===== src/rtl/cfgx_pkg.sv =====
package cfgx_pkg;

    localparam int KIND_W          = 4;
    localparam int CODE_W          = 3;
    localparam int CTRL_BYPASS_BIT = 24;
    localparam int STAT_CODE_LSB   = 7;
    localparam int STAT_NP_BIT     = 0;

    localparam logic [KIND_W-1:0] KIND_CFG_RD0 = 4'h8;
    localparam logic [KIND_W-1:0] KIND_CFG_RD1 = 4'h9;
    localparam logic [KIND_W-1:0] KIND_CFG_WR0 = 4'hA;
    localparam logic [KIND_W-1:0] KIND_CFG_WR1 = 4'hB;

    localparam int IDX_START   = 0;
    localparam int IDX_IRQ     = 1;
    localparam int IDX_CTRL    = 2;
    localparam int IDX_STAT    = 3;
    localparam int IDX_ADDR_LO = 4;
    localparam int IDX_ADDR_HI = 5;
    localparam int IDX_WDATA   = 6;
    localparam int IDX_STRB    = 7;
    localparam int IDX_RDATA   = 8;

    typedef struct packed {
        logic [KIND_W-1:0] kind;
        logic              bypass;
    } ctrl_t;

    typedef enum logic [1:0] {
        SEQ_IDLE  = 2'd0,
        SEQ_ISSUE = 2'd1,
        SEQ_AWAIT = 2'd2
    } seq_e;

    function automatic logic kind_is_cfg(input logic [KIND_W-1:0] k);
        return (k == KIND_CFG_RD0) || (k == KIND_CFG_RD1) ||
               (k == KIND_CFG_WR0) || (k == KIND_CFG_WR1);
    endfunction

    function automatic logic kind_is_read(input logic [KIND_W-1:0] k);
        return (k == KIND_CFG_RD0) || (k == KIND_CFG_RD1);
    endfunction

endpackage


===== src/rtl/cfgx_regfile.sv =====
module cfgx_regfile
    import cfgx_pkg::*;
#(
    parameter int DATA_W = 32,
    parameter int HI_W   = 32,
    parameter int AW     = 4,
    localparam int STRB_W = DATA_W / 8
) (
    input  logic              clk,
    input  logic              rst,
    input  logic              wr_en,
    input  logic [AW-1:0]     wr_addr,
    input  logic [DATA_W-1:0] wr_data,
    output ctrl_t             ctrl_q,
    output logic [DATA_W-1:0] addr_lo_q,
    output logic [HI_W-1:0]   addr_hi_q,
    output logic [DATA_W-1:0] wdata_q,
    output logic [STRB_W-1:0] strb_q,
    output logic              start_pulse,
    output logic              isr_clear
);

    logic hit_ctrl, hit_lo, hit_hi, hit_wd, hit_strb;

    assign hit_ctrl = wr_en && (wr_addr == AW'(IDX_CTRL));
    assign hit_lo   = wr_en && (wr_addr == AW'(IDX_ADDR_LO));
    assign hit_hi   = wr_en && (wr_addr == AW'(IDX_ADDR_HI));
    assign hit_wd   = wr_en && (wr_addr == AW'(IDX_WDATA));
    assign hit_strb = wr_en && (wr_addr == AW'(IDX_STRB));

    assign start_pulse = wr_en && (wr_addr == AW'(IDX_START)) && wr_data[0];
    assign isr_clear   = wr_en && (wr_addr == AW'(IDX_IRQ)) && wr_data[0];

    always_ff @(posedge clk) begin
        if (rst) begin
            ctrl_q    <= '0;
            addr_lo_q <= '0;
            addr_hi_q <= '0;
            wdata_q   <= '0;
            strb_q    <= '0;
        end else begin
            if (hit_ctrl) begin
                ctrl_q.kind   <= wr_data[KIND_W-1:0];
                ctrl_q.bypass <= wr_data[CTRL_BYPASS_BIT];
            end
            if (hit_lo)   addr_lo_q <= wr_data;
            if (hit_hi)   addr_hi_q <= wr_data[HI_W-1:0];
            if (hit_wd)   wdata_q   <= wr_data;
            if (hit_strb) strb_q    <= wr_data[STRB_W-1:0];
        end
    end

endmodule


===== src/rtl/cfgx_sequencer.sv =====
module cfgx_sequencer
    import cfgx_pkg::*;
#(
    parameter int DATA_W = 32,
    parameter int HI_W   = 32,
    localparam int STRB_W = DATA_W / 8,
    localparam int FULL_W = DATA_W + HI_W
) (
    input  logic              clk,
    input  logic              rst,
    input  logic              start_pulse,
    input  ctrl_t             ctrl_i,
    input  logic [DATA_W-1:0] addr_lo_i,
    input  logic [HI_W-1:0]   addr_hi_i,
    input  logic [DATA_W-1:0] wdata_i,
    input  logic [STRB_W-1:0] strb_i,
    input  logic              req_ready,
    input  logic              cpl_valid,
    output logic              busy,
    output logic              waiting,
    output logic              launch,
    output logic              cpl_take,
    output logic              req_valid,
    output ctrl_t             req_ctrl,
    output logic [FULL_W-1:0] req_addr,
    output logic [DATA_W-1:0] req_wdata,
    output logic [STRB_W-1:0] req_strb
);

    seq_e              state_q;
    logic [DATA_W-1:0] lane_data;
    logic [FULL_W-1:0] aligned_addr;

    for (genvar g = 0; g < STRB_W; g++) begin : g_lane
        assign lane_data[g*8 +: 8] = strb_i[g] ? wdata_i[g*8 +: 8] : 8'h00;
    end

    assign aligned_addr = {addr_hi_i, addr_lo_i[DATA_W-1:2], 2'b00};

    assign busy      = (state_q != SEQ_IDLE);
    assign req_valid = (state_q == SEQ_ISSUE);
    assign waiting   = (state_q == SEQ_AWAIT);
    assign launch    = (state_q == SEQ_IDLE) && start_pulse;
    assign cpl_take  = waiting && cpl_valid;

    always_ff @(posedge clk) begin
        if (rst) begin
            state_q   <= SEQ_IDLE;
            req_ctrl  <= '0;
            req_addr  <= '0;
            req_wdata <= '0;
            req_strb  <= '0;
        end else begin
            unique case (state_q)
                SEQ_IDLE: begin
                    if (start_pulse) begin
                        state_q   <= SEQ_ISSUE;
                        req_ctrl  <= ctrl_i;
                        req_addr  <= aligned_addr;
                        req_wdata <= lane_data;
                        req_strb  <= strb_i;
                    end
                end
                SEQ_ISSUE: if (req_ready) state_q <= SEQ_AWAIT;
                SEQ_AWAIT: if (cpl_valid) state_q <= SEQ_IDLE;
                default:   state_q <= SEQ_IDLE;
            endcase
        end
    end

endmodule


===== src/rtl/cfgx_capture.sv =====
module cfgx_capture
    import cfgx_pkg::*;
#(
    parameter int DATA_W = 32
) (
    input  logic              clk,
    input  logic              rst,
    input  logic              launch,
    input  logic [KIND_W-1:0] launch_kind,
    input  logic              cpl_take,
    input  logic [KIND_W-1:0] held_kind,
    input  logic [CODE_W-1:0] cpl_status,
    input  logic [DATA_W-1:0] cpl_data,
    input  logic              isr_clear,
    output logic              nonposted_q,
    output logic [CODE_W-1:0] code_q,
    output logic [DATA_W-1:0] rdata_q,
    output logic              isr_done_q
);

    always_ff @(posedge clk) begin
        if (rst) begin
            nonposted_q <= 1'b0;
            code_q      <= '0;
            rdata_q     <= '0;
            isr_done_q  <= 1'b0;
        end else begin
            if (launch) nonposted_q <= kind_is_cfg(launch_kind);
            if (cpl_take) begin
                code_q <= cpl_status;
                if (kind_is_read(held_kind)) rdata_q <= cpl_data;
            end
            if (cpl_take)       isr_done_q <= 1'b1;
            else if (isr_clear) isr_done_q <= 1'b0;
        end
    end

endmodule


===== src/rtl/cfgx_engine.sv =====
module cfgx_engine
    import cfgx_pkg::*;
#(
    parameter int DATA_W = 32,
    parameter int HI_W   = 32,
    parameter int AW     = 4,
    localparam int STRB_W = DATA_W / 8,
    localparam int FULL_W = DATA_W + HI_W
) (
    input  logic              clk,
    input  logic              rst,
    input  logic              reg_wr_en,
    input  logic [AW-1:0]     reg_addr,
    input  logic [DATA_W-1:0] reg_wdata,
    output logic [DATA_W-1:0] reg_rdata,
    output logic              req_valid,
    input  logic              req_ready,
    output logic [KIND_W-1:0] req_type,
    output logic              req_win_bypass,
    output logic [FULL_W-1:0] req_addr,
    output logic [DATA_W-1:0] req_wdata,
    output logic [STRB_W-1:0] req_strb,
    input  logic              cpl_valid,
    input  logic [CODE_W-1:0] cpl_status,
    input  logic [DATA_W-1:0] cpl_data
);

    ctrl_t             ctrl_q;
    ctrl_t             req_ctrl;
    logic [DATA_W-1:0] addr_lo_q, wdata_q, rd_data_q;
    logic [HI_W-1:0]   addr_hi_q;
    logic [STRB_W-1:0] strb_q;
    logic              start_pulse, isr_clear;
    logic              busy, waiting, launch, cpl_take;
    logic              nonposted_q, isr_done;
    logic [CODE_W-1:0] code_q;

    cfgx_regfile #(.DATA_W(DATA_W), .HI_W(HI_W), .AW(AW)) u_regs (
        .clk(clk), .rst(rst),
        .wr_en(reg_wr_en), .wr_addr(reg_addr), .wr_data(reg_wdata),
        .ctrl_q(ctrl_q), .addr_lo_q(addr_lo_q), .addr_hi_q(addr_hi_q),
        .wdata_q(wdata_q), .strb_q(strb_q),
        .start_pulse(start_pulse), .isr_clear(isr_clear)
    );

    cfgx_sequencer #(.DATA_W(DATA_W), .HI_W(HI_W)) u_seq (
        .clk(clk), .rst(rst),
        .start_pulse(start_pulse), .ctrl_i(ctrl_q),
        .addr_lo_i(addr_lo_q), .addr_hi_i(addr_hi_q),
        .wdata_i(wdata_q), .strb_i(strb_q),
        .req_ready(req_ready), .cpl_valid(cpl_valid),
        .busy(busy), .waiting(waiting), .launch(launch), .cpl_take(cpl_take),
        .req_valid(req_valid), .req_ctrl(req_ctrl), .req_addr(req_addr),
        .req_wdata(req_wdata), .req_strb(req_strb)
    );

    cfgx_capture #(.DATA_W(DATA_W)) u_cap (
        .clk(clk), .rst(rst),
        .launch(launch), .launch_kind(ctrl_q.kind),
        .cpl_take(cpl_take), .held_kind(req_ctrl.kind),
        .cpl_status(cpl_status), .cpl_data(cpl_data),
        .isr_clear(isr_clear),
        .nonposted_q(nonposted_q), .code_q(code_q),
        .rdata_q(rd_data_q), .isr_done_q(isr_done)
    );

    assign req_type       = req_ctrl.kind;
    assign req_win_bypass = req_ctrl.bypass;

    always_comb begin
        reg_rdata = '0;
        if (reg_addr == AW'(IDX_START)) begin
            reg_rdata[0] = busy;
        end else if (reg_addr == AW'(IDX_IRQ)) begin
            reg_rdata[0] = isr_done;
        end else if (reg_addr == AW'(IDX_CTRL)) begin
            reg_rdata[KIND_W-1:0]     = ctrl_q.kind;
            reg_rdata[CTRL_BYPASS_BIT] = ctrl_q.bypass;
        end else if (reg_addr == AW'(IDX_STAT)) begin
            reg_rdata[STAT_NP_BIT]                      = nonposted_q;
            reg_rdata[STAT_CODE_LSB +: CODE_W]          = code_q;
        end else if (reg_addr == AW'(IDX_ADDR_LO)) begin
            reg_rdata = addr_lo_q;
        end else if (reg_addr == AW'(IDX_ADDR_HI)) begin
            reg_rdata[HI_W-1:0] = addr_hi_q;
        end else if (reg_addr == AW'(IDX_WDATA)) begin
            reg_rdata = wdata_q;
        end else if (reg_addr == AW'(IDX_STRB)) begin
            reg_rdata[STRB_W-1:0] = strb_q;
        end else if (reg_addr == AW'(IDX_RDATA)) begin
            reg_rdata = rd_data_q;
        end
    end

endmodule


===== config.mk =====
export PLATFORM = sky130hd
export DESIGN_NAME = cfgx_engine
export DESIGN_NICKNAME = d
export VERILOG_FILES = /design/src/rtl/cfgx_pkg.sv /design/src/rtl/cfgx_regfile.sv /design/src/rtl/cfgx_sequencer.sv /design/src/rtl/cfgx_capture.sv /design/src/rtl/cfgx_engine.sv
export SDC_FILE = /design/constraint.sdc
export NUM_CORES = 1
export LEC_CHECK = 0
export ABC_AREA = 1
export BUFFER_PORTS_ARGS = -buffer_cell sky130_fd_sc_hd__buf_2
export CAP_MARGIN = 15
export CORE_MARGIN = 1.5
export CORE_UTILIZATION = 50
export CTS_CLUSTER_SIZE = 16
export DETAILED_ROUTE_END_ITERATION = 6
export PLACE_DENSITY = 0.74
export RECOVER_POWER = 25
export SYNTH_ARGS = -nofsm -noshare
export SYNTH_HDL_FRONTEND = slang
export SYNTH_SLANG_ARGS = --single-unit

===== constraint.sdc =====
create_clock -name clk -period 2.1 [get_ports clk]
set_clock_uncertainty 0.1 [all_clocks]
set_input_delay 0.105 -clock clk [delete_from_list [all_inputs] [get_ports clk]]
set_output_delay 0.105 -clock clk [all_outputs]
set_load 0.1 [all_outputs]

; Word-level counts from Yosys, hierarchy flattened
; Index checks and enable logic that the tools add are counted.
[classes]
n_eq_ne = 19
mux = 36
reduce_logical = 22
[op_table]
columns = op, count
row1 = 2-to-1 mux 32 bit, 12
row2 = 2-to-1 mux 31 bit, 2
row3 = 2-to-1 mux 8 bit, 4
row4 = equality test 4 bit (second input constant), 7
row5 = 2-to-1 mux 28 bit, 1
row6 = 2-to-1 mux 22 bit, 1
row7 = 2-to-1 mux 20 bit, 1
row8 = equality test 4 x 3 -> 1 bit (second input constant), 4
row9 = logical AND 1 bit, 11
row10 = equality test 4 x 2 -> 1 bit (second input constant), 2
row11 = 2-to-1 mux 4 bit, 2
row12 = 2-to-1 mux 7 bit, 1
row13 = 2-to-1 mux 1 bit, 6
row14 = 2-to-1 mux 2 bit, 3
row15 = 2-to-1 mux 6 bit, 1
row16 = one-hot mux 2 bit (3 select lines), 1
row17 = equality test 4 x 1 -> 1 bit (second input constant), 1
row18 = zero test 4 bit, 1
row19 = logical OR 1 bit, 4
row20 = != test 2 x 1 -> 1 bit (second input constant), 2
row21 = AND reduction 2 bit, 2
row22 = nonzero test 2 bit, 2
row23 = 2-to-1 mux 3 bit, 1
row24 = AND reduction 3 bit, 1
row25 = other kinds (4), 4
[word_totals]
regBits = 247
inputBits = 76
out_inout_bits = 138
word_cells = 93

; Depth between registers and ports, before layout
; Gate-level depths: netlist of run 1.
[depth]
depth_word = 18
ltp_mapped = 9
depth_no_buf = 8

; Hierarchy
; Synthesis of run 1 repeated with hierarchy kept, for this count alone.
[hier_totals]
cells_unflattened = 1685
hier_area_um2 = 11385.9
[modules_own_cells]
columns = mod, instances, cells_per_inst, area_each_um2, seq_area_each_um2
row1 = cfgx_sequencer, 1, 614, 4445.5, 2102.0
row2 = cfgx_regfile, 1, 608, 4182.8, 2102.0
row3 = cfgx_capture, 1, 233, 1659.1, 740.7
row4 = cfgx_engine, 1, 230, 1098.6, 0.0

; Worst setup path after synthesis of run 1
; Ideal clock, no wire load.
[synth_path]
path_kind = input-to-output
startpoint = in reg_addr[3]
endpoint = out reg_rdata[10]
t_arrival_ps = 2494
required_time_ps = 1895
setup_slack_ps = -599
cell_stages = 6
path_cell_list = inv_1 -> nand2_1 -> nor2_1 -> clkbuf_1 -> o21ai_0 -> a31oi_1
[synth_between]
elab_chain_cells = 18
elab_cells_between_ends = 26
cone_classes = eq/ne: 8 / mux: 17 / reduce/logical: 1
[synth_rtl]
columns = item, line_no
row1 = from (decl), cfgx_engine.sv:13  ; input logic [AW-1:0] reg_addr,
row2 = equality test 4 bit, cfgx_engine.sv:90  ; end else if (reg_addr == AW'(IDX_RDATA)) begin
row3 = 2-to-1 mux 32 bit, cfgx_engine.sv:90
row4 = 2-to-1 mux 32 bit, cfgx_engine.sv:88  ; end else if (reg_addr == AW'(IDX_STRB)) begin
row5 = 2-to-1 mux 32 bit, cfgx_engine.sv:86  ; end else if (reg_addr == AW'(IDX_WDATA)) begin
row6 = 2-to-1 mux 32 bit, cfgx_engine.sv:84  ; end else if (reg_addr == AW'(IDX_ADDR_HI)) begin
row7 = 2-to-1 mux 32 bit, cfgx_engine.sv:82  ; end else if (reg_addr == AW'(IDX_ADDR_LO)) begin
row8 = 2-to-1 mux 32 bit, cfgx_engine.sv:79  ; end else if (reg_addr == AW'(IDX_STAT)) begin
row9 = 2-to-1 mux 32 bit, cfgx_engine.sv:76  ; end else if (reg_addr == AW'(IDX_CTRL)) begin
row10 = [... 2 more ...], -
row11 = 2-to-1 mux 28 bit, cfgx_engine.sv:88
row12 = 2-to-1 mux 32 bit, cfgx_engine.sv:86
row13 = 2-to-1 mux 32 bit, cfgx_engine.sv:84
row14 = 2-to-1 mux 32 bit, cfgx_engine.sv:82
row15 = 2-to-1 mux 22 bit, cfgx_engine.sv:79
row16 = 2-to-1 mux 20 bit, cfgx_engine.sv:76
row17 = 2-to-1 mux 31 bit, cfgx_engine.sv:74  ; end else if (reg_addr == AW'(IDX_IRQ)) begin
row18 = 2-to-1 mux 31 bit (*), cfgx_engine.sv:72  ; if (reg_addr == AW'(IDX_START)) begin
row19 = to (decl), cfgx_engine.sv:15  ; output logic [DATA_W-1:0] reg_rdata,
; Every way passes the cells marked *; elsewhere a longest branch is shown, timed or not. The select of a mux whose other input is x is not followed.

; Worst setup path after layout of run 1
[layout_path]
startpoint = in reg_addr[3]
endpoint = out reg_rdata[0]
[layout_between]
elab_chain_cells = 18
elab_cells_between_ends = 26
cone_classes = eq/ne: 8 / mux: 17 / reduce/logical: 1
[layout_rtl]
columns = item, line_no
row1 = equality test 4 bit, cfgx_engine.sv:90
row2 = 2-to-1 mux 32 bit, cfgx_engine.sv:90
row3 = 2-to-1 mux 32 bit, cfgx_engine.sv:88
row4 = 2-to-1 mux 32 bit, cfgx_engine.sv:86
row5 = 2-to-1 mux 32 bit, cfgx_engine.sv:84
row6 = 2-to-1 mux 32 bit, cfgx_engine.sv:82
row7 = 2-to-1 mux 32 bit, cfgx_engine.sv:79
row8 = 2-to-1 mux 32 bit, cfgx_engine.sv:76
row9 = [... 2 more ...], -
row10 = 2-to-1 mux 4 bit, cfgx_engine.sv:88
row11 = 2-to-1 mux 32 bit, cfgx_engine.sv:86
row12 = 2-to-1 mux 32 bit, cfgx_engine.sv:84
row13 = 2-to-1 mux 32 bit, cfgx_engine.sv:82
row14 = 2-to-1 mux 1 bit, cfgx_engine.sv:79
row15 = 2-to-1 mux 4 bit, cfgx_engine.sv:76
row16 = 2-to-1 mux 1 bit, cfgx_engine.sv:74
row17 = 2-to-1 mux 1 bit (*), cfgx_engine.sv:72
; Marks and branches as above.

==> flow_summary_export.csv, run 1 <==
group,metric,value,unit
outcome,outcome,"finished with violations",
outcome,violations,"max-capacitance violations, max-slew violations",
layout,multi_input_area,4560,um^2
sta,worst_slew_pin_slew,1.54,ns
setup_path,cp_data_required_time,1.89,ns
placed_design,port_buffers,211,
setup_path,crit_start,"reg_addr[3]",
sta,finalSetupViolations,0,
clocking,cts.sinks,247,
clocking,postCtsSetupBuffers,0,
sta,min_period,1.99,ns
sta,setup_ws,0.115,ns
clocking,cts_htree_levels,1,
grt,track_usage,32.1,%
clocking,cts_root_buf,"clkbuf_16",
routing,drtIter0Drc,936,
clocking,clockBufferDepth,3,
setup_path,cp-end-kind,"output pin",
power,fin_total_pwr,10400,uW
layout,drive_gt1_share,20.3,%
yosys,synth_cells,1381,
layout,synthToLayoutAreaGrowth,35.3,%
layout,post-route-util,69.2,%
power,sequentialPowerShare,45.8,%
setup_path,worstReg2RegEnd,"u_seq.req_addr[43]",
routing,drc,0,
power,leakage,0.00570,uW
setup_path,r2r_start,"u_seq.state_q[1]",
routing,firstDrtPassIters,5,
yosys,synth_seq_cells,247,
clocking,cts_tree,"yes",
yosys,syn-cell-area,9980,um^2
sta,tns,0,ns
layout,fillers,1605,
setup_path,crit_fanout,7,
setup_path,cp_common_cell,"nand2_1",
sta,period_share,94.5,%
routing,viasPerCell,5.47,
setup_path,arrival,1.78,ns
grt,grt_pass1_wl,52100,um
clocking,clock_latency,0.53,ns
yosys,yosysSeqAreaShare,49.5,%
die,fp.dieH,144,um
routing,wire_per_inst,17.7,um
placed_design,dp_hpwl,22200,um
setup_path,endpoint,"reg_rdata[0]",
min_path,hp-class,"in -> reg",
die,ios,214,
die,core_area,19500,um^2
sta,drv_slew,81,
setup_path,r2r_setup_slack,0.27,ns
clocking,cts_buffers,26,
die,die_area,20800,um^2
die,rows,51,
setup_path,slowest_stage,"dlygate4sd3_1",
power,p_sw_share,24.9,%
sta,rsz0062_at_grt,"no",
power,clkPwrFrac,44.8,%
layout,seq_area,4950,um^2
setup_path,criticalPathCategory,"in -> out",
setup_path,slowest_delay,0.61,ns
setup_path,worst-path-buf-inv,3,
die,initial_core_util,51.1,%
routing,finalWirelength,33800,um
yosys,synthDistinctLibCells,26,
placed_design,globalplace.congestion,0.958,
power,internal_power,7810,uW
power,pwr-share-comb,9.4,%
yosys,yosys_warnings,0,
power,ir_worst_vdd,0.491,mV
grt,antenna_found_initial,1,
setup_path,crit_cells,9,
sta,clock.fmax,504,MHz
grt,overflow,0,
power,p_switching,2590,uW
setup_path,r2r_cells,6,
sta,maxSlewHeadroom,-2.45,%
setup_path,critPathLaunchType,"input port",
setup_path,critPathTopFamily,"buffers and inverters",
routing,ant_nets,0,
die,die_w,144,um
grt,grt_pass1_vias,9721,
routing,vias,10429,
clocking,path_clk_slew,0.06,ns
layout,final_nets,1696,
power,powerDensity,770,nW/um^2
flow_run,maxCapViolCount,1,
grt,grt_max_degree,135,
setup_path,path_cells,"buf_2, nor2_2, dlygate4sd3_1, nand2_1, o21ai_0, nor2_1, nand2_1, nand3_1, buf_12",
sta,hold_violations,0,
placed_design,dp_slack,0.238,ns
yosys,avgSynthCellArea,7.23,um^2
[worst min-delay path by stage]
stage / depth (start not counted) / startpoint / end / slack, ns
global placement: 3 / req_ready / u_seq.state_q[1] / 0.27
global route: 5 / reg_addr[1] / u_cap.isr_done_q / 0.08
floorplan: 2 / req_ready / u_seq.state_q[1] / 0.15
detailed placement: 3 / req_ready / u_seq.state_q[1] / 0.28
CTS: 4 / rst / u_cap.rdata_q[8] / 0.004
finish: 5 / reg_addr[1] / u_cap.isr_done_q / 0.03
[synth_stat cells]
cell type / number / area share (%)
buf_1: 6 / 0.23
nor4_4: 1 / 0.21
nand4_1: 3 / 0.19
buf_2: 36 / 1.8
nand3_1: 170 / 8.5
nor2_1: 222 / 8.4
inv_1: 57 / 2.1
o21ai_1: 2 / 0.10
o2111ai_1: 1 / 0.088
inv_2: 5 / 0.19
nor3_4: 2 / 0.33
buf_6: 1 / 0.11
clkbuf_1: 58 / 2.2
nor2_2: 3 / 0.19
o21ai_0: 114 / 5.7
nand3b_1: 1 / 0.075
a21oi_1: 157 / 7.9
dfxtp_1: 247 / 50
a31oi_1: 23 / 1.4
nor3_1: 1 / 0.050
buf_4: 4 / 0.30
conb_1: 1 / 0.038
o211ai_1: 3 / 0.23
nand2_1: 259 / 9.7
nand2_2: 2 / 0.13
nor2_4: 2 / 0.23
[final cells by class]
type	count	area share, %
Antenna cell	2	0.0371
Clock buffer	36	5.62
Clock inverter	11	0.806
Inverter	62	1.72
Multi-Input combinational cell	968	33.7
Sequential cell	247	36.6
Tap cell	265	2.46
Timing Repair Buffer	315	19.0
[layout by cell type (no fill, tap or decap), drive strengths merged]
master / instances
nand2: 261
dfxtp: 247
buf: 240
nor2: 227
nand3: 170
a21oi: 157
o21ai: 116
dlygate4sd3: 71
inv: 62
clkbuf: 40
a31oi: 23
clkinv: 9
o211ai: 3
nand4: 3
nor3: 3
diode: 2
conb: 2
bufinv: 2
o2111ai: 1
nor4: 1
nand3b: 1
[sequential cells by signal (all words and copies together) (netlist names)]
signal / cells
u_cap.code_q: 3
u_cap.isr_done_q: 1
u_cap.nonposted_q: 1
u_cap.rdata_q: 32
u_regs.addr_hi_q: 32
u_regs.addr_lo_q: 32
u_regs.ctrl_q: 5
u_regs.strb_q: 4
u_regs.wdata_q: 32
u_seq.req_addr: 62
u_seq.req_ctrl: 5
u_seq.req_strb: 4
u_seq.req_wdata: 32
u_seq.state_q: 2
[cell families (layout without fill, tap and decap cells)]
family,after synthesis,count (layout),synth area share (%)
and+or+nand+nor,666,666,28.0
AOI/OAI and AO/OA,300,300,15.4
DFF,247,247,49.5
buffers and inverters,167,424,6.96
other,1,4,0.0376
[routing by layer]
metal  track usage [%]  part of all wire [%]  up-vias
met5                 0                     0        -
met1              45.0                    43     4808
met4              11.6                   3.1        0
met2              48.9                    44      532
li1                  -                     -     5018
met3              6.69                    10       71
[worst reg2reg max path, delay by kind of cell (launching register included)]
kind	cells	cell delay, ns
AOI/OAI and AO/OA	1	0.18
buffers and inverters	2	0.63
DFF	1	0.34
and+or+nand+nor	3	0.51
[through the flow]
| step | hold slack [ns] | instances | cell area [um^2] |
|---|---|---|---|
| floorplan | 0.150 | 1382 | 10200 |
| global placement | 0.268 | 1786 | 11900 |
| detailed placement | 0.283 | 1786 | 11900 |
| CTS | 0.00412 | 1904 | 13500 |
| global route | 0.0764 | 1905 | 13500 |
| finish | 0.0349 | 1906 | 13500 |
[power by group through the flow]
| stage | Clock [uW] | Sequential [uW] | Combinational (uW) |
|---|---|---|---|
| floorplan | 0 | 4970 | 437 |
| global placement | 0 | 4870 | 858 |
| detailed placement | 0 | 4870 | 862 |
| CTS | 4690 | 4770 | 968 |
| global route | 4920 | 4770 | 1030 |
| finish | 4650 | 4770 | 978 |
[timing repair]
action / CTS / global route
resized for setup: 0 / 2
endpoints found under the setup margin: 0 / 2
hold buffers: 71 / 0
hold endpoints to repair: 143 / 0
Note: power is estimated with default switching activity, not from simulation.
==> run 2, diff against run 1 <==
- SETUP_SLACK_MARGIN: unset -> 0.4
==> run 2 against run 1 <==
The flow now finishes without violations. Sequential cell count stayed put. Clock power is 9.9% higher. Global-route usage is 1.8 points higher. Critical path depth stayed put. Worst hold slack worse by 0.022 ns. Cell count is 1.8% higher. Register-to-register slack better by 0.08 ns. Critical endpoint is now reg_rdata[8]. Combinational power is 9% higher. Critical path type unchanged. Final area is 6.6% higher. Non-clock buffer count is 35 higher. Highest routed layer unchanged. Via count is 5.1% higher.
==> flow_summary_export.csv, run 2 (synthesis gave the netlist of run 1 again) <==
group,metric,value,unit
layout,regMostFlops,"u_seq.req_addr",
layout,final_nets,1731,
setup_path,critPathTopFamily,"simple AND/OR/NAND/NOR gates",
die,die_w,144,um
placed_design,dp_slack,0.187,ns
sta,finalSetupViolations,0,
routing,viasPerCell,5.65,
setup_path,cp-end-kind,"output pin",
grt,overflow,0,
setup_path,slowest_delay,0.27,ns
clocking,cts_tree,"yes",
placed_design,port_buffers,211,
clocking,clock_latency,0.53,ns
die,ios,214,
routing,drc,0,
sta,maxSlewHeadroom,15.7,%
layout,fillers,1522,
sta,min_period,1.82,ns
placed_design,dp.cells,1789,
setup_path,slowest_stage,"nand2_1",
min_path,hold_start,"reg_addr[1]",
placed_design,placed_area,12100,um^2
layout,drive_gt1_share,25.5,%
power,sequentialPowerShare,43.5,%
setup_path,path_cells,"buf_2, inv_1, nor2_4, nand2_1, buf_4, o21ai_0, nor2_2, nor2_4, buf_12",
placed_design,dp_hpwl,23200,um
sta,worst_slew_pin_slew,1.26,ns
layout,fin_cells,1940,
layout,final_area,14400,um^2
min_path,hold_depth,5,
routing,drtIter0Drc,891,
routing,vias,10959,
setup_path,r2r_start,"u_seq.state_q[1]",
grt,grt_pass1_wl,54600,um
setup_path,crit_fanout,8,
setup_path,worstReg2RegEnd,"u_cap.rdata_q[8]",
routing,ant_nets,0,
grt,track_usage,34.0,%
power,p_sw_share,24.3,%
grt,grt_pass1_vias,10151,
layout,synthToLayoutAreaGrowth,44.3,%
die,core_area,19500,um^2
sta,setup_ws,0.280,ns
power,clkPwrFrac,46.7,%
sta,clock.fmax,550,MHz
routing,wire_per_inst,19.1,um
layout,final_common_cell,"nand2_1",
setup_path,cp_common_cell,"nor2_4",
grt,antenna_found_initial,1,
setup_path,criticalPathCategory,"in -> out",
power,leakage,0.00602,uW
min_path,whs_endpoint,"u_regs.strb_q[0]",
power,powerDensity,760,nW/um^2
clocking,clockBufferDepth,3,
min_path,hp-class,"in -> reg",
sta,tns,0,ns
grt,grt_max_degree,135,
die,fp.dieH,144,um
power,p_switching,2660,uW
power,pwr-share-comb,9.8,%
layout,largest_register_ffs,62,
layout,mostFrequentLayoutCells,"nand2_1, dfxtp_1, nor2_1, buf_2, a21oi_1",
power,internal_power,8280,uW
flow_run,maxCapViolCount,0,
routing,firstDrtPassIters,6,
routing,finalWirelength,37100,um
setup_path,arrival,1.61,ns
die,rows,51,
clocking,cts_htree_levels,1,
sta,hold_violations,0,
die,die_area,20800,um^2
clocking,cts_root_buf,"clkbuf_16",
sta,drv_slew,0,
sta,rsz0062_at_grt,"yes",
setup_path,worst-path-buf-inv,4,
sta,period_share,86.6,%
setup_path,r2r_setup_slack,0.35,ns
placed_design,globalplace.congestion,0.933,
setup_path,r2r_cells,7,
clocking,cts_buffers,26,
setup_path,critPathLaunchType,"input port",
outcome,outcome,"finished clean",
setup_path,cp_data_required_time,1.89,ns
power,ir_worst_vdd,0.557,mV
die,initial_core_util,51.1,%
clocking,cts.sinks,247,
clocking,path_clk_slew,0.06,ns
run 2: cell count changes in the layout (fill, tap and decap cells not counted), sizes merged, moves of 2 or more:
cell / previous run / this run
dlygate4sd3: 71 / 73
clkinv: 9 / 3
bufinv: 2 / 5
buf: 240 / 261
clkbuf: 40 / 53
run 2: power by group through the flow:
stage                     logic [uW]  registers [uW]  clock network [uW]
after floorplan                  454            4970                   0
after global placement           888            4870                   0
after detailed placement         890            4870                   0
after CTS                       1020            4760                5130
after global routing            1120            4760                5330
final                           1070            4760                5110
run 2: how the worst max path moves through the flow:
stage | startpoint | end | slack, ns | cells past startpoint
floorplan | reg_addr[0] | reg_rdata[10] | 0.05 | 5
CTS | u_regs.wdata_q[7] | reg_rdata[7] | 0.31 | 5
finish | reg_addr[2] | reg_rdata[8] | 0.28 | 9
global placement | reg_addr[1] | reg_rdata[28] | 0.17 | 7
detailed placement | reg_addr[1] | reg_rdata[28] | 0.19 | 7
global route | reg_addr[2] | reg_rdata[8] | 0.19 | 9
run 2: area by class of cell:
cell class	count	area, um^2	area share, %
Antenna cell	1	2.50	0.0174
Clock buffer	38	787	5.47
Clock inverter	9	173	1.20
Inverter	62	240	1.67
Multi-Input combinational cell	968	4880	33.9
Sequential cell	247	4990	34.7
Tap cell	265	332	2.30
Timing Repair Buffer	350	2990	20.8
run 2: per-stage QoR:
step	utilization, %	hold WS, ns	total power, uW
after detailed placement	62.2	0.280	5760
final	73.7	0.0125	10900
after global routing	73.7	0.0625	11200
after CTS	72.0	0.0318	10900
after global placement	62.2	0.271	5750
after floorplan	-	0.150	5420
run 2: worst reg2reg max path, cell delays in order, from the launching register on:
cell,delay (ns)
dfxtp_1,0.39
nand3_2,0.16
nor4_4,0.35
buf_4,0.21
buf_6,0.18
nand2_1,0.08
nand2_1,0.11
nor2_1,0.06
run 2: per-layer routing:
metal	global-route usage, %	up-vias	share of wire [%]
li1	-	5090	-
met1	42.7	5172	39
met2	58.3	590	48
met3	4.67	107	8.1
met4	14.8	0	4.8
met5	0	-	0
run 2: repair_timing:
| action | 4_1_cts | 5_1_grt |
|---|---|---|
| endpoints found under the hold margin | 143 | 4 |
| endpoints found under the setup margin | 33 | 97 |
| hold buffers | 71 | 2 |
| gates cloned | 1 | 5 |
| setup buffers | 12 | 12 |
| resized for setup | 65 | 60 |
| pin swaps | 14 | 28 |
==> run 3, diff against run 2 <==
- CORE_UTILIZATION: 50 -> 54
- PLACE_DENSITY: 0.74 -> 0.79
==> run 3 against run 2 <==
Register-to-register slack improved by 0.11 ns. Clock power decreased by 6.3%. Worst hold slack improved by 0.043 ns. Global-route usage increased by 1.5 points. Final area decreased by 2.0%. Worst setup slack improved by 0.031 ns. Die area decreased by 7.3%. Wire length decreased by 2.7%. Sequential share of layout area increased by 0.84 points. Cell count decreased by 2.5%. Maximum frequency increased by 1.7%.
==> flow_summary_export.csv, run 3 (synthesis gave the netlist of run 1 again) <==
group,metric,value,unit
setup_path,r2r_start,"u_seq.state_q[1]",
grt,grt_util_met3,7.08,%
clocking,clock_latency,0.53,ns
die,die_w,139,um
min_path,hp-class,"in -> reg",
power,ir_worst_vdd,0.702,mV
die,initial_core_util,55.4,%
routing,finalWirelength,36100,um
die,ios,214,
layout,insertedDiodeCount,0,
grt,gr-usage-met1,45.3,%
grt,grt_max_degree,135,
setup_path,crit_start,"reg_addr[2]",
outcome,outcome,"finished clean",
layout,drive_gt1_share,25.0,%
layout,final_nets,1720,
clocking,cts_root_buf,"clkbuf_16",
layout,synthToLayoutAreaGrowth,41.5,%
layout,final_common_cell,"nand2_1",
sta,clock.fmax,559,MHz
setup_path,cp-end-kind,"output pin",
layout,largest_register_ffs,62,
setup_path,criticalPathCategory,"in -> out",
routing,firstDrtPassIters,5,
die,die_area,19300,um^2
power,fin_total_pwr,10600,uW
clocking,cts.sinks,247,
clocking,cts_tree,"yes",
grt,overflow,0,
placed_design,dp.cells,1756,
routing,vias,11032,
min_path,hold_start,"reg_addr[3]",
layout,regMostFlops,"u_seq.req_addr",
routing,drc,0,
grt,track_usage,35.4,%
flow_run,maxCapViolCount,0,
routing,ant_nets,0,
layout,mostFrequentLayoutCells,"nand2_1, nor2_1, dfxtp_1, buf_2, nand3_1",
placed_design,dp_hpwl,22700,um
setup_path,crit_fanout,13,
die,rows,49,
setup_path,cp_data_required_time,1.89,ns
sta,min_period,1.79,ns
routing,wire_per_inst,19.1,um
layout,final_area,14100,um^2
sta,period_share,85.2,%
placed_design,port_buffers,211,
die,fp.dieH,139,um
clocking,cts_htree_levels,1,
die,core_area,18000,um^2
sta,tns,0,ns
routing,drtIter0Drc,1225,
sta,drv_slew,0,
sta,worst_slew_pin_slew,1.03,ns
sta,finalSetupViolations,0,
grt,grt_pass1_wl,55000,um
power,powerDensity,751,nW/um^2
grt,antenna_found_initial,0,
grt,grt_pass1_vias,10272,
setup_path,arrival,1.58,ns
placed_design,placed_area,12200,um^2
sta,maxSlewHeadroom,31.7,%
placed_design,globalplace.congestion,0.938,
setup_path,critPathLaunchType,"input port",
clocking,path_clk_slew,0.06,ns
sta,hold_violations,0,
clocking,clockBufferDepth,3,
routing,viasPerCell,5.83,
layout,fin_cells,1891,
power,leakage,0.00588,uW
clocking,cts_buffers,26,
grt,met2_usage,56.1,%
sta,rsz0062_at_grt,"yes",
grt,grt_busiest_layer,"met2",
## run 3: cell count changes in the layout (fill, tap and decap cells not counted), moves of 5 or more
cell      previous run  this run
dfxtp_1            215       204
dfxtp_2             29        37
nand3_2             18        10
nand3_1            152       158
buf_6                8         3
clkbuf_8             7         2
## run 3: power breakdown
part / switching [uW] / internal [uW]
clock: 1890 / 2910
sequential: 37.9 / 4720
combinational: 700 / 344
## run 3: final timing paths
path | endpoint | slack, ns | cells after the start
worst max-delay path | reg_rdata[17] | 0.31 | 9
worst max register to register | u_seq.req_addr[22] | 0.46 | 8
worst min-delay path | u_cap.nonposted_q | 0.06 | 6
worst min register to register | u_cap.code_q[1] | 0.35 | 2
## run 3: area by class of cell
type                            count  area, um^2
Clock buffer                       32         714
Clock inverter                     14         181
Fill cell                        1258        3910
Inverter                           62         240
Multi-Input combinational cell    968        4840
Sequential cell                   247        5010
Tap cell                          229         287
Timing Repair Buffer              339        2840
## run 3: through the flow
| step | setup WS, ns | hold slack [ns] | utilization (%) |
|---|---|---|---|
| 6_report | 0.312 | 0.0551 | 78.3 |
| 5_1_grt | 0.217 | 0.0822 | 78.3 |
| 4_1_cts | 0.365 | 0.00645 | 77.4 |
| 3_5_place_dp | 0.309 | 0.280 | 67.4 |
| 3_3_place_gp | 0.347 | 0.276 | 67.4 |
| 2_1_floorplan | 0.0548 | 0.150 | - |
## run 3: critical path, stage by stage
cell and delay, ns:
clkbuf_1 0.18, inv_1 0.10, nor2_4 0.16, nand2_1 0.15, inv_6 0.14, buf_12 0.17
nand2_1 0.11, a31oi_4 0.25, buf_12 0.20
## run 3: metal layers
metal,up-vias,part of all wire (%)
met1,5154,38
met3,158,10
met5,-,0
met4,0,6.4
li1,5063,-
met2,657,45
## run 3: timing repair
action / 4_1_cts / 5_1_grt
hold endpoints to repair: 142 / 0
gates cloned: 1 / 2
hold buffers: 72 / 0
gates resized for setup: 70 / 48
pin swaps: 13 / 18
setup buffers: 7 / 7
setup endpoints to repair: 62 / 122
